==> src/rtl/btb_pkg.sv <==
// Package btb_pkg
// Holds the address width of the branch target buffer and the layout of one
// table slot, shared by the storage, compare and top-level logic.
package btb_pkg;

    parameter int unsigned BTB_PC_W = 32;

    // One table slot: validity, branch site, stored target, direction bit
    typedef struct packed {
        logic                valid;
        logic [BTB_PC_W-1:0] br_pc;
        logic [BTB_PC_W-1:0] tgt_pc;
        logic                dir_taken;
    } btb_slot_t;

    // Index width that stays legal for a one-slot table
    function automatic int unsigned idx_width(input int unsigned n);
        return (n > 1) ? $clog2(n) : 1;
    endfunction

endpackage

==> src/rtl/btb_slot_cam.sv <==
// Module btb_slot_cam
// Compares a key address against every slot of the table in parallel.
// Returns the per-slot match vector, a hit flag and the index of the
// lowest-numbered matching slot.
// Assumes that at most one valid slot holds any given address. The priority
// encoder only makes the index well defined if that is ever not so.
module btb_slot_cam #(
    parameter int unsigned ENTRIES = 8,
    localparam int unsigned IDX_W  = btb_pkg::idx_width(ENTRIES)
) (
    input  logic [btb_pkg::BTB_PC_W-1:0] key_i,
    input  btb_pkg::btb_slot_t           slots_i [ENTRIES],
    output logic [ENTRIES-1:0]           match_o,
    output logic                         hit_o,
    output logic [IDX_W-1:0]             idx_o
);

    // One comparator per slot
    for (genvar g = 0; g < ENTRIES; g++) begin : g_cmp
        assign match_o[g] = slots_i[g].valid && (slots_i[g].br_pc == key_i);
    end

    assign hit_o = |match_o;

    // Lowest-index match wins
    always_comb begin
        idx_o = '0;
        for (int i = ENTRIES - 1; i >= 0; i--) begin
            if (match_o[i]) begin
                idx_o = IDX_W'(i);
            end
        end
    end

endmodule

==> src/rtl/btb_victim_sel.sv <==
// Module btb_victim_sel
// Chooses the slot that a newly seen branch will occupy. The lowest invalid
// slot is chosen first. Once every slot is valid, a rotating pointer names
// the slot, and the pointer moves on after each such replacement.
// Assumes that alloc_i is high only in a cycle in which a new slot is
// actually written.
module btb_victim_sel #(
    parameter int unsigned ENTRIES = 8,
    localparam int unsigned IDX_W  = btb_pkg::idx_width(ENTRIES)
) (
    input  logic               clk,
    input  logic               rst_n,
    input  logic [ENTRIES-1:0] valid_i,
    input  logic               alloc_i,
    output logic [IDX_W-1:0]   victim_o
);

    localparam logic [IDX_W-1:0] LAST_IDX = IDX_W'(ENTRIES - 1);

    logic [IDX_W-1:0] rr_q;
    logic [IDX_W-1:0] free_idx;
    logic             table_full;

    assign table_full = &valid_i;

    // Lowest-numbered invalid slot
    always_comb begin
        free_idx = '0;
        for (int i = ENTRIES - 1; i >= 0; i--) begin
            if (!valid_i[i]) begin
                free_idx = IDX_W'(i);
            end
        end
    end

    assign victim_o = table_full ? rr_q : free_idx;

    // Rotating pointer moves only when a full table loses a slot
    always_ff @(posedge clk) begin
        if (!rst_n) begin
            rr_q <= '0;
        end else if (alloc_i && table_full) begin
            rr_q <= (rr_q == LAST_IDX) ? '0 : rr_q + 1'b1;
        end
    end

endmodule

==> src/rtl/btb_slot_store.sv <==
// Module btb_slot_store
// Register array that holds the table slots. At most one slot is written per
// clock. Reset clears every slot, which leaves all of them invalid.
// Assumes that wr_idx_i is below ENTRIES whenever wr_en_i is high.
module btb_slot_store #(
    parameter int unsigned ENTRIES = 8,
    localparam int unsigned IDX_W  = btb_pkg::idx_width(ENTRIES)
) (
    input  logic               clk,
    input  logic               rst_n,
    input  logic               wr_en_i,
    input  logic [IDX_W-1:0]   wr_idx_i,
    input  btb_pkg::btb_slot_t wr_slot_i,
    output btb_pkg::btb_slot_t slots_o [ENTRIES],
    output logic [ENTRIES-1:0] valid_o
);

    btb_pkg::btb_slot_t slot_q [ENTRIES];

    // Clear on reset, otherwise write the addressed slot
    always_ff @(posedge clk) begin
        if (!rst_n) begin
            for (int i = 0; i < ENTRIES; i++) begin
                slot_q[i] <= '0;
            end
        end else if (wr_en_i) begin
            slot_q[wr_idx_i] <= wr_slot_i;
        end
    end

    // Expose slot contents and the valid vector
    for (genvar g = 0; g < ENTRIES; g++) begin : g_out
        assign slots_o[g] = slot_q[g];
        assign valid_o[g] = slot_q[g].valid;
    end

endmodule

==> src/rtl/btb_lookup_unit.sv <==
// Module btb_lookup_unit
// Fully associative branch target buffer. It has a combinational lookup port
// for fetch and a resolve port from execute. The resolve port corrects slots
// that are already present and claims a slot for each branch not yet present.
// It also flags a mispredict in the same cycle as the report.
// Assumes one report per cycle at most. A write lands at the next clock edge,
// so a lookup in the same cycle sees the old table.
module btb_lookup_unit #(
    parameter int unsigned ENTRIES    = 8,
    parameter int unsigned INST_BYTES = 4
) (
    input  logic                         clk,
    input  logic                         rst_n,
    input  logic [btb_pkg::BTB_PC_W-1:0] fetch_pc,
    output logic                         pred_hit,
    output logic                         pred_taken,
    output logic [btb_pkg::BTB_PC_W-1:0] pred_next_pc,
    input  logic                         rslv_valid,
    input  logic [btb_pkg::BTB_PC_W-1:0] rslv_pc,
    input  logic                         rslv_taken,
    input  logic [btb_pkg::BTB_PC_W-1:0] rslv_target,
    input  logic                         rslv_pred_taken,
    input  logic [btb_pkg::BTB_PC_W-1:0] rslv_pred_target,
    output logic                         rslv_mispredict
);

    localparam int unsigned PC_W  = btb_pkg::BTB_PC_W;
    localparam int unsigned IDX_W = btb_pkg::idx_width(ENTRIES);

    btb_pkg::btb_slot_t slots [ENTRIES];
    logic [ENTRIES-1:0] slot_valid;

    logic [ENTRIES-1:0] fetch_match;
    logic               fetch_hit;
    logic [IDX_W-1:0]   fetch_idx;

    logic [ENTRIES-1:0] rslv_match;
    logic               rslv_hit;
    logic [IDX_W-1:0]   rslv_idx;

    logic [IDX_W-1:0]   victim_idx;
    logic               alloc_new;
    logic               wr_en;
    logic [IDX_W-1:0]   wr_idx;
    btb_pkg::btb_slot_t wr_slot;

    logic [PC_W-1:0]    seq_pc;
    logic               dir_wrong;
    logic               tgt_wrong;

    btb_slot_store #(.ENTRIES(ENTRIES)) u_store (
        .clk       (clk),
        .rst_n     (rst_n),
        .wr_en_i   (wr_en),
        .wr_idx_i  (wr_idx),
        .wr_slot_i (wr_slot),
        .slots_o   (slots),
        .valid_o   (slot_valid)
    );

    btb_slot_cam #(.ENTRIES(ENTRIES)) u_fetch_cam (
        .key_i   (fetch_pc),
        .slots_i (slots),
        .match_o (fetch_match),
        .hit_o   (fetch_hit),
        .idx_o   (fetch_idx)
    );

    btb_slot_cam #(.ENTRIES(ENTRIES)) u_rslv_cam (
        .key_i   (rslv_pc),
        .slots_i (slots),
        .match_o (rslv_match),
        .hit_o   (rslv_hit),
        .idx_o   (rslv_idx)
    );

    btb_victim_sel #(.ENTRIES(ENTRIES)) u_victim (
        .clk      (clk),
        .rst_n    (rst_n),
        .valid_i  (slot_valid),
        .alloc_i  (alloc_new),
        .victim_o (victim_idx)
    );

    // Fetch side: pick the stored target or the sequential address
    assign seq_pc = fetch_pc + PC_W'(INST_BYTES);

    always_comb begin
        pred_hit     = fetch_hit;
        pred_taken   = fetch_hit && slots[fetch_idx].dir_taken;
        pred_next_pc = pred_taken ? slots[fetch_idx].tgt_pc : seq_pc;
    end

    // Resolve side: correct a present slot or build a new one
    assign alloc_new = rslv_valid && !rslv_hit;
    assign wr_en     = rslv_valid;

    always_comb begin
        if (rslv_hit) begin
            wr_idx            = rslv_idx;
            wr_slot           = slots[rslv_idx];
            wr_slot.dir_taken = rslv_taken;
            if (rslv_taken) begin
                wr_slot.tgt_pc = rslv_target;
            end
        end else begin
            wr_idx            = victim_idx;
            wr_slot.valid     = 1'b1;
            wr_slot.br_pc     = rslv_pc;
            wr_slot.tgt_pc    = rslv_target;
            wr_slot.dir_taken = rslv_taken;
        end
    end

    // Mispredict: wrong direction, or taken with the wrong target
    assign dir_wrong       = rslv_taken != rslv_pred_taken;
    assign tgt_wrong       = rslv_taken && (rslv_target != rslv_pred_target);
    assign rslv_mispredict = rslv_valid && (dir_wrong || tgt_wrong);

endmodule

==> config.mk <==
export PLATFORM = sky130hd
export DESIGN_NAME = btb_lookup_unit
export DESIGN_NICKNAME = d
export VERILOG_FILES = /design/src/rtl/btb_pkg.sv /design/src/rtl/btb_slot_cam.sv /design/src/rtl/btb_victim_sel.sv /design/src/rtl/btb_slot_store.sv /design/src/rtl/btb_lookup_unit.sv
export SDC_FILE = /design/constraint.sdc
export NUM_CORES = 2
export LEC_CHECK = 0
export ABC_AREA = 1
export BUFFER_PORTS_ARGS = -buffer_cell sky130_fd_sc_hd__buf_2
export CORE_UTILIZATION = 50
export CTS_CLUSTER_DIAMETER = 30
export CTS_CLUSTER_SIZE = 20
export DETAILED_ROUTE_END_ITERATION = 12
export PLACE_DENSITY = 0.69
export SETUP_SLACK_MARGIN = 0.3
export SYNTH_ARGS = -nofsm -noshare
export SYNTH_HDL_FRONTEND = slang
export SYNTH_SLANG_ARGS = --single-unit
==> constraint.sdc <==
create_clock -name clk -period 4.3 [get_ports clk]
set_clock_uncertainty 0.1 [all_clocks]
set_input_delay 0.43 -clock clk [delete_from_list [all_inputs] [get_ports clk]]
set_output_delay 0.43 -clock clk [all_outputs]
set_load 0.05 [all_outputs]
==> metrics.md, run 1 <==
| Metric | Value |
|---|---|
| Starting Density | `around 51%` |
| Clock sinks | `~530` |
| Cts hold-fix bufs | `0` |
| TritonCTS Buffers | `roughly 140` |
| Yosys warnings | `0` |
| Synth Area in Simple Gates | `between 30% and 40%` |
| Status | `stopped before the end` |
| Tool error | `[ERROR GRT-0232] Routing congestion too high. Check the congestion heatmap in the GUI.` |
| Compound-Gate Fraction of Synth Area | `~6.2%` |
| CTS Buffer Depth | `3` |
| EDFF count, synth | `between 500 and 600` |
| Synth Net Count | `5,343` |
| HPWL Detailed | `roughly 160,000 um` |
| H-tree Lvls | `4` |
| I/O Buffers | `between 150 and 200` |
| Die H | `276.6 um` |
| Halt Stage | `5_1_grt` |
| Row count | `100` |
| Grt total ovfl | `498` |
| Async set-reset flop share out of synthesis | `0%` |
| Total track usage | `approximately 84%` |
| Gpl congestion | `1.169` |
| Mux share of post-synthesis cell area | `0%` |
| I/O pins | `around 170` |
| FF+latch count, synth | `531` |
| Synthesized area | `37,700 um2` |
| Sequential fraction of the synthesis area | `between 40% and 50%` |
| Root Driver | `clkbuf_16` |
| Syn Area/Cell | `between 7 and 8 um2` |
| Netlist cell types | `56` |
| Placed Instances | `between 6,000 and 7,000` |
| Post-Synth Adder-Cell Area | `less than 1%` |
| Top_reg_cell synth | `edfxtp_1` |
| Pin count of the biggest net entering global routing | `between 90 and 100` |
| Largest family of logic cells by synthesized area | `simple AND/OR/NAND/NOR gates` |
| Die Span X | `276.6 um` |
| Placed Area | `between 40,000 and 50,000 um2` |
| Synth Area in XOR/XNOR | `4.414%` |
| Synth Instances | `~5,200` |
cells by family after synthesis:
group | after synthesis
buffers and inverters | 836
adder cells (fa/ha/maj) | 3
AND/OR/NAND/NOR | 3208
AO/OA/AOI/OAI | 439
flip-flops | 531
XOR/XNOR | 190
stage by stage:
stage / util (%) / TNS, ps / setup slack [ps] / hold slack (ps)
CTS: 67.51 / -3258 / -171.3 / 33.82
global placement: 59.09 / -6990 / -357.8 / 439.2
detailed placement: 59.09 / -8447 / -387.8 / 444.4
floorplan: - / 0 / 481.6 / 399.0
cells in the mapped netlist (14+ instances only):
library cell	n	share of area (%)
nand3_2	30	0.80
o21ai_0	113	1.5
nand3_1	638	8.5
nor4_1	53	0.88
edfxtp_1	528	42
inv_2	34	0.34
nand2_1	1540	15
inv_1	513	5.1
or2_2	33	0.55
clkbuf_1	96	0.96
o2111ai_1	14	0.33
buf_4	34	0.68
a21oi_1	275	3.7
nor3b_1	23	0.46
buf_2	124	1.6
nor3_1	74	0.98
nor2_1	568	5.7
nand4_1	171	2.8
xor2_1	96	2.2
xnor2_1	94	2.2
buf_6	21	0.63
nand3b_1	25	0.50
metal layers:
| metal | GRT usage [%] | overflow |
|---|---|---|
| met1 | 84.25 | 45 |
| met2 | 96.29 | 230 |
| met3 | 72.52 | 47 |
| met4 | 85.15 | 166 |
| met5 | 44.03 | 10 |
repair_timing:
| action | 4_1_cts |
|---|---|
| buffers inserted | 27 |
| pin swaps | 48 |
| endpoints found under the setup margin | 34 |
| cloned | 12 |
| gates resized for setup | 316 |
==> inputs of run 2 (changes only) <==
Settings changed: CORE_UTILIZATION 50 to 35, CTS_CLUSTER_DIAMETER 30 to not set, CTS_CLUSTER_SIZE 20 to not set, PLACE_DENSITY 0.69 to not set, PLACE_DENSITY_LB_ADDON set to 0.15, SETUP_SLACK_MARGIN 0.3 to not set.
Clock period 4.3 ns to 5.6 ns, I/O delays scaled along.
==> metrics.md, run 2 <==
| Metric | Value |
|---|---|
| Status | `complete, no violations (was stopped before the end)` |
| Area occupied by multi-input gates | `18,390 um2` |
| Maxcap violations | `0` |
| FF+latch count, synth | `531 (unchanged)` |
| Most common cell after layout, fill and taps aside | `nand2_1` |
| FILL cells | `between 10,000 and 15,000` |
| EDFF count, synth | `528 (unchanged)` |
| Final WL | `around 220,000 um` |
| CTS tree | `yes` |
| Final #Nets | `~5,500` |
| Post-route ant nets | `0` |
| H-tree Lvls | `3 (was 4)` |
| Combinational power share | `between 15 and 20%` |
| Final Max Slew Viols | `0` |
| Via-per-instance ratio | `5.886` |
| Compound-Gate Fraction of Synth Area | `6.230% (unchanged)` |
| Root Driver | `clkbuf_16 (unchanged)` |
| Pin count of the biggest net entering global routing | `94` |
| Largest register by flop count | `u_store.slot_q` |
| Syn Area/Cell | `7.240 um2 (unchanged)` |
| Critical Path Fanout Max | `26` |
| Worst Setup Slack post-DPL | `377.2 ps (was -387.8 ps)` |
| Synth area leader | `edfxtp_1 (unchanged)` |
| Yosys warnings | `0 (unchanged)` |
| Vias | `a little over 40,000` |
| Placed Instances | `6,717 (was 6,608)` |
| Gpl congestion | `1.076 (was 1.169)` |
| Synth Net Count | `5,343 (unchanged)` |
| Register area | `approximately 16,000 um2` |
| Final worst setup slack | `roughly 160 ps` |
| Synth top area cells | `edfxtp_1 (42%), nand2_1 (15%), nand3_1 (8.5%) (unchanged)` |
| Die Span X | `330.2 um (was 276.6 um)` |
| Final Hold Viols | `0` |
| Crit share post-route | `97.10%` |
| Most frequent cells in the layout | `nand2_1 (1,522), nand3_1 (637), nor2_1 (567)` |
| Clock power frac | `40.7%` |
| Largest register FFs | `about 530` |
| Layout cells sized above 1 | `11.76%` |
| Crit. End Element | `primary output` |
| I/O Buffers | `167 (unchanged)` |
| Reg clk slew, reported paths | `about 60 ps` |
| Worst path slowest cell | `nand2_1` |
| Clock sinks | `531 (unchanged)` |
| Post-CTS setup buffers | `0 (was 27)` |
| PwrDens | `around 260 nW/um2` |
| Top_reg_cell synth | `edfxtp_1 (unchanged)` |
| HPWL Detailed | `165,000 um (was 161,800 um)` |
| Synthesized area | `37,700 um2 (unchanged)` |
| FF-to-FF path depth | `21` |
| Skew-Pair Late Insertion Delay | `about 670 ps` |
| DRC | `0` |
| Lkg Pwr | `roughly 19 nW` |
| Grt total ovfl | `0` |
| Req. time, crit path | `~4900 ps` |
| Shortest period the worst path allows | `approximately 5400 ps` |
| Die H | `330.2 um (was 276.6 um)` |
| Vias in the first global route | `approximately 38,000` |
| Biggest regs | `u_store.slot_q: 528 flops, u_victim.rr_q: 3 flops` |
| Initial DRC count | `~4,700` |
| Max Fclk | `between 0.15 and 0.2 GHz` |
| Total track usage | `around two fifths` |
| Commonest cells post-synth | `nand2_1 (1,540), nand3_1 (638), nor2_1 (568) (unchanged)` |
| Synth Area in XOR/XNOR | `4.414% (unchanged)` |
| Int Pwr | `between 7 and 8 mW` |
| Utilization after layout | `roughly two fifths` |
| Unrepaired setup endpoints after global routing | `false` |
| CP most frequent cell | `nand2_1` |
| Crit path largest cell delay | `430 ps` |
| Post-synth top area share | `42.06% (unchanged)` |
| TritonCTS Buffers | `70 (was 136)` |
| First-pass GRT wire length | `approximately 300,000 um` |
| Non-Filler Instances | `6,851` |
| Final setup fails | `0` |
| Switch Pwr | `3.510 mW` |
| Worst path arrival time | `approximately 4800 ps` |
| Maximum VDD drop | `213.3 uV` |
| Mux share of post-synthesis cell area | `0% (unchanged)` |
| Tot Pwr | `11.10 mW` |
| CP Buf/Inv Count | `4` |
| Post-Synth Adder-Cell Area | `0.09958% (unchanged)` |
| Switch share | `about a third` |
| Async set-reset flop share out of synthesis | `0% (unchanged)` |
| Routed wire per std cell | `approximately 32 um` |
| WHS Path Cells | `3` |
| Min-delay worst type | `primary input to flip-flop` |
| Row count | `120 (was 100)` |
| Largest family of logic cells by synthesized area | `simple AND/OR/NAND/NOR gates (unchanged)` |
| CORE AREA | `roughly 110,000 um2` |
| Starting Density | `35.26% (was 50.55%)` |
| Rel. slew slack | `19.03%` |
| I/O pins | `168 (unchanged)` |
| Slew @ Worst Pin | `roughly 1200 ps` |
| Initial antenna violation count | `15` |
| CP Depth | `25` |
| Most frequent cell after synthesis | `nand2_1 (unchanged)` |
| Crit path max-delay family | `simple AND/OR/NAND/NOR gates` |
| Area growth, synth to finish | `15.30%` |
| Sequential fraction of the synthesis area | `42.22% (unchanged)` |
| CP Launch Type | `flip-flop` |
| Netlist cell types | `56 (unchanged)` |
| Synth Instances | `5,207 (unchanged)` |
| CTS Buffer Depth | `3 (unchanged)` |
| 1st-pass router iterations | `6` |
| Flop pwr share | `a little over two fifths` |
| Setup TNS | `0 ps` |
| Die area | `about 110,000 um2` |
| Crit path kind | `flip-flop to primary output` |
| Synth Area in Simple Gates | `37.54% (unchanged)` |
run 2: per-stage QoR:
stage	cell area [um2]	hold WS, ps
after floorplan	37700	399.0
after global placement	41220	435.5
after detailed placement	41220	434.8
after CTS	43420	170.7
after global routing	43450	236.7
final	43470	210.0
run 2: cell families after synthesis:
logic type / count (synthesis)
buffers and inverters: 836
and+or+nand+nor: 3208
AOI/OAI and AO/OA: 439
xor gates and xnor gates: 190
adders and majority gates: 3
DFF: 531
run 2: worst reg2reg max path, cell delays in order, from the launching register on:
cell and delay (ps):
edfxtp_1 350, inv_1 90, nand2_1 600, nand2_1 100, nor2_1 130, nand4_1 80
nor2_1 820, nand3_1 340, nand2_1 270, nand2_1 70, nand2_1 60, nand2_1 50
nand2_1 140, nand2_4 90, nand2_4 140, buf_12 280, buf_4 260, nand2_1 60
nand3_1 80, nand3_1 90, nand3_1 270, a21oi_1 110
run 2: what timing repair did:
| action | in CTS | in global routing |
|---|---|---|
| endpoints found under the setup margin | 0 | 33 |
| resized for setup | 0 | 6 |
| hold buffers | 0 | 0 |
run 2: final timing paths:
check / start / endpoint / slack [ps]
setup / recovery: u_store.slot_q[6][62] / pred_next_pc[2] / 160
hold / removal: rslv_pc[7] / u_store.slot_q[4][40] / 210
setup reg to reg: u_store.slot_q[6][62] / u_store.slot_q[6][22] / 740
hold reg to reg: u_victim.rr_q[1] / u_victim.rr_q[1] / 450
run 2: cell type report:
class / count / area share [%]
Inverter: 557 / 4.816
Timing Repair Buffer: 386 / 7.099
Tap cell: 1403 / 4.039
Clock buffer: 87 / 4.275
Clock inverter: 39 / 0.8003
Multi-Input combinational cell: 3840 / 42.31
Sequential cell: 531 / 36.62
Antenna cell: 8 / 0.04606
run 2: power groups by stage:
stage / registers (mW) / clock network (mW) / logic, mW
after floorplan: 4.72 / 0 / 0.952
after global routing: 4.70 / 4.69 / 1.96
after global placement: 4.77 / 0 / 1.83
after detailed placement: 4.77 / 0 / 1.81
final: 4.69 / 4.52 / 1.89
after CTS: 4.69 / 4.56 / 1.82
run 2: metal layers:
layer	share of wire, %	vias up	global-route usage [%]	wire, um
met3	7.6	710	6.918	16940
met2	48	2395	67.27	105400
met1	35	19554	45.38	78760
met5	0.026	-	0	57
met4	9.3	8	32.49	20750
li1	-	17655	-	-
Note: power is estimated with default switching activity, not from simulation.
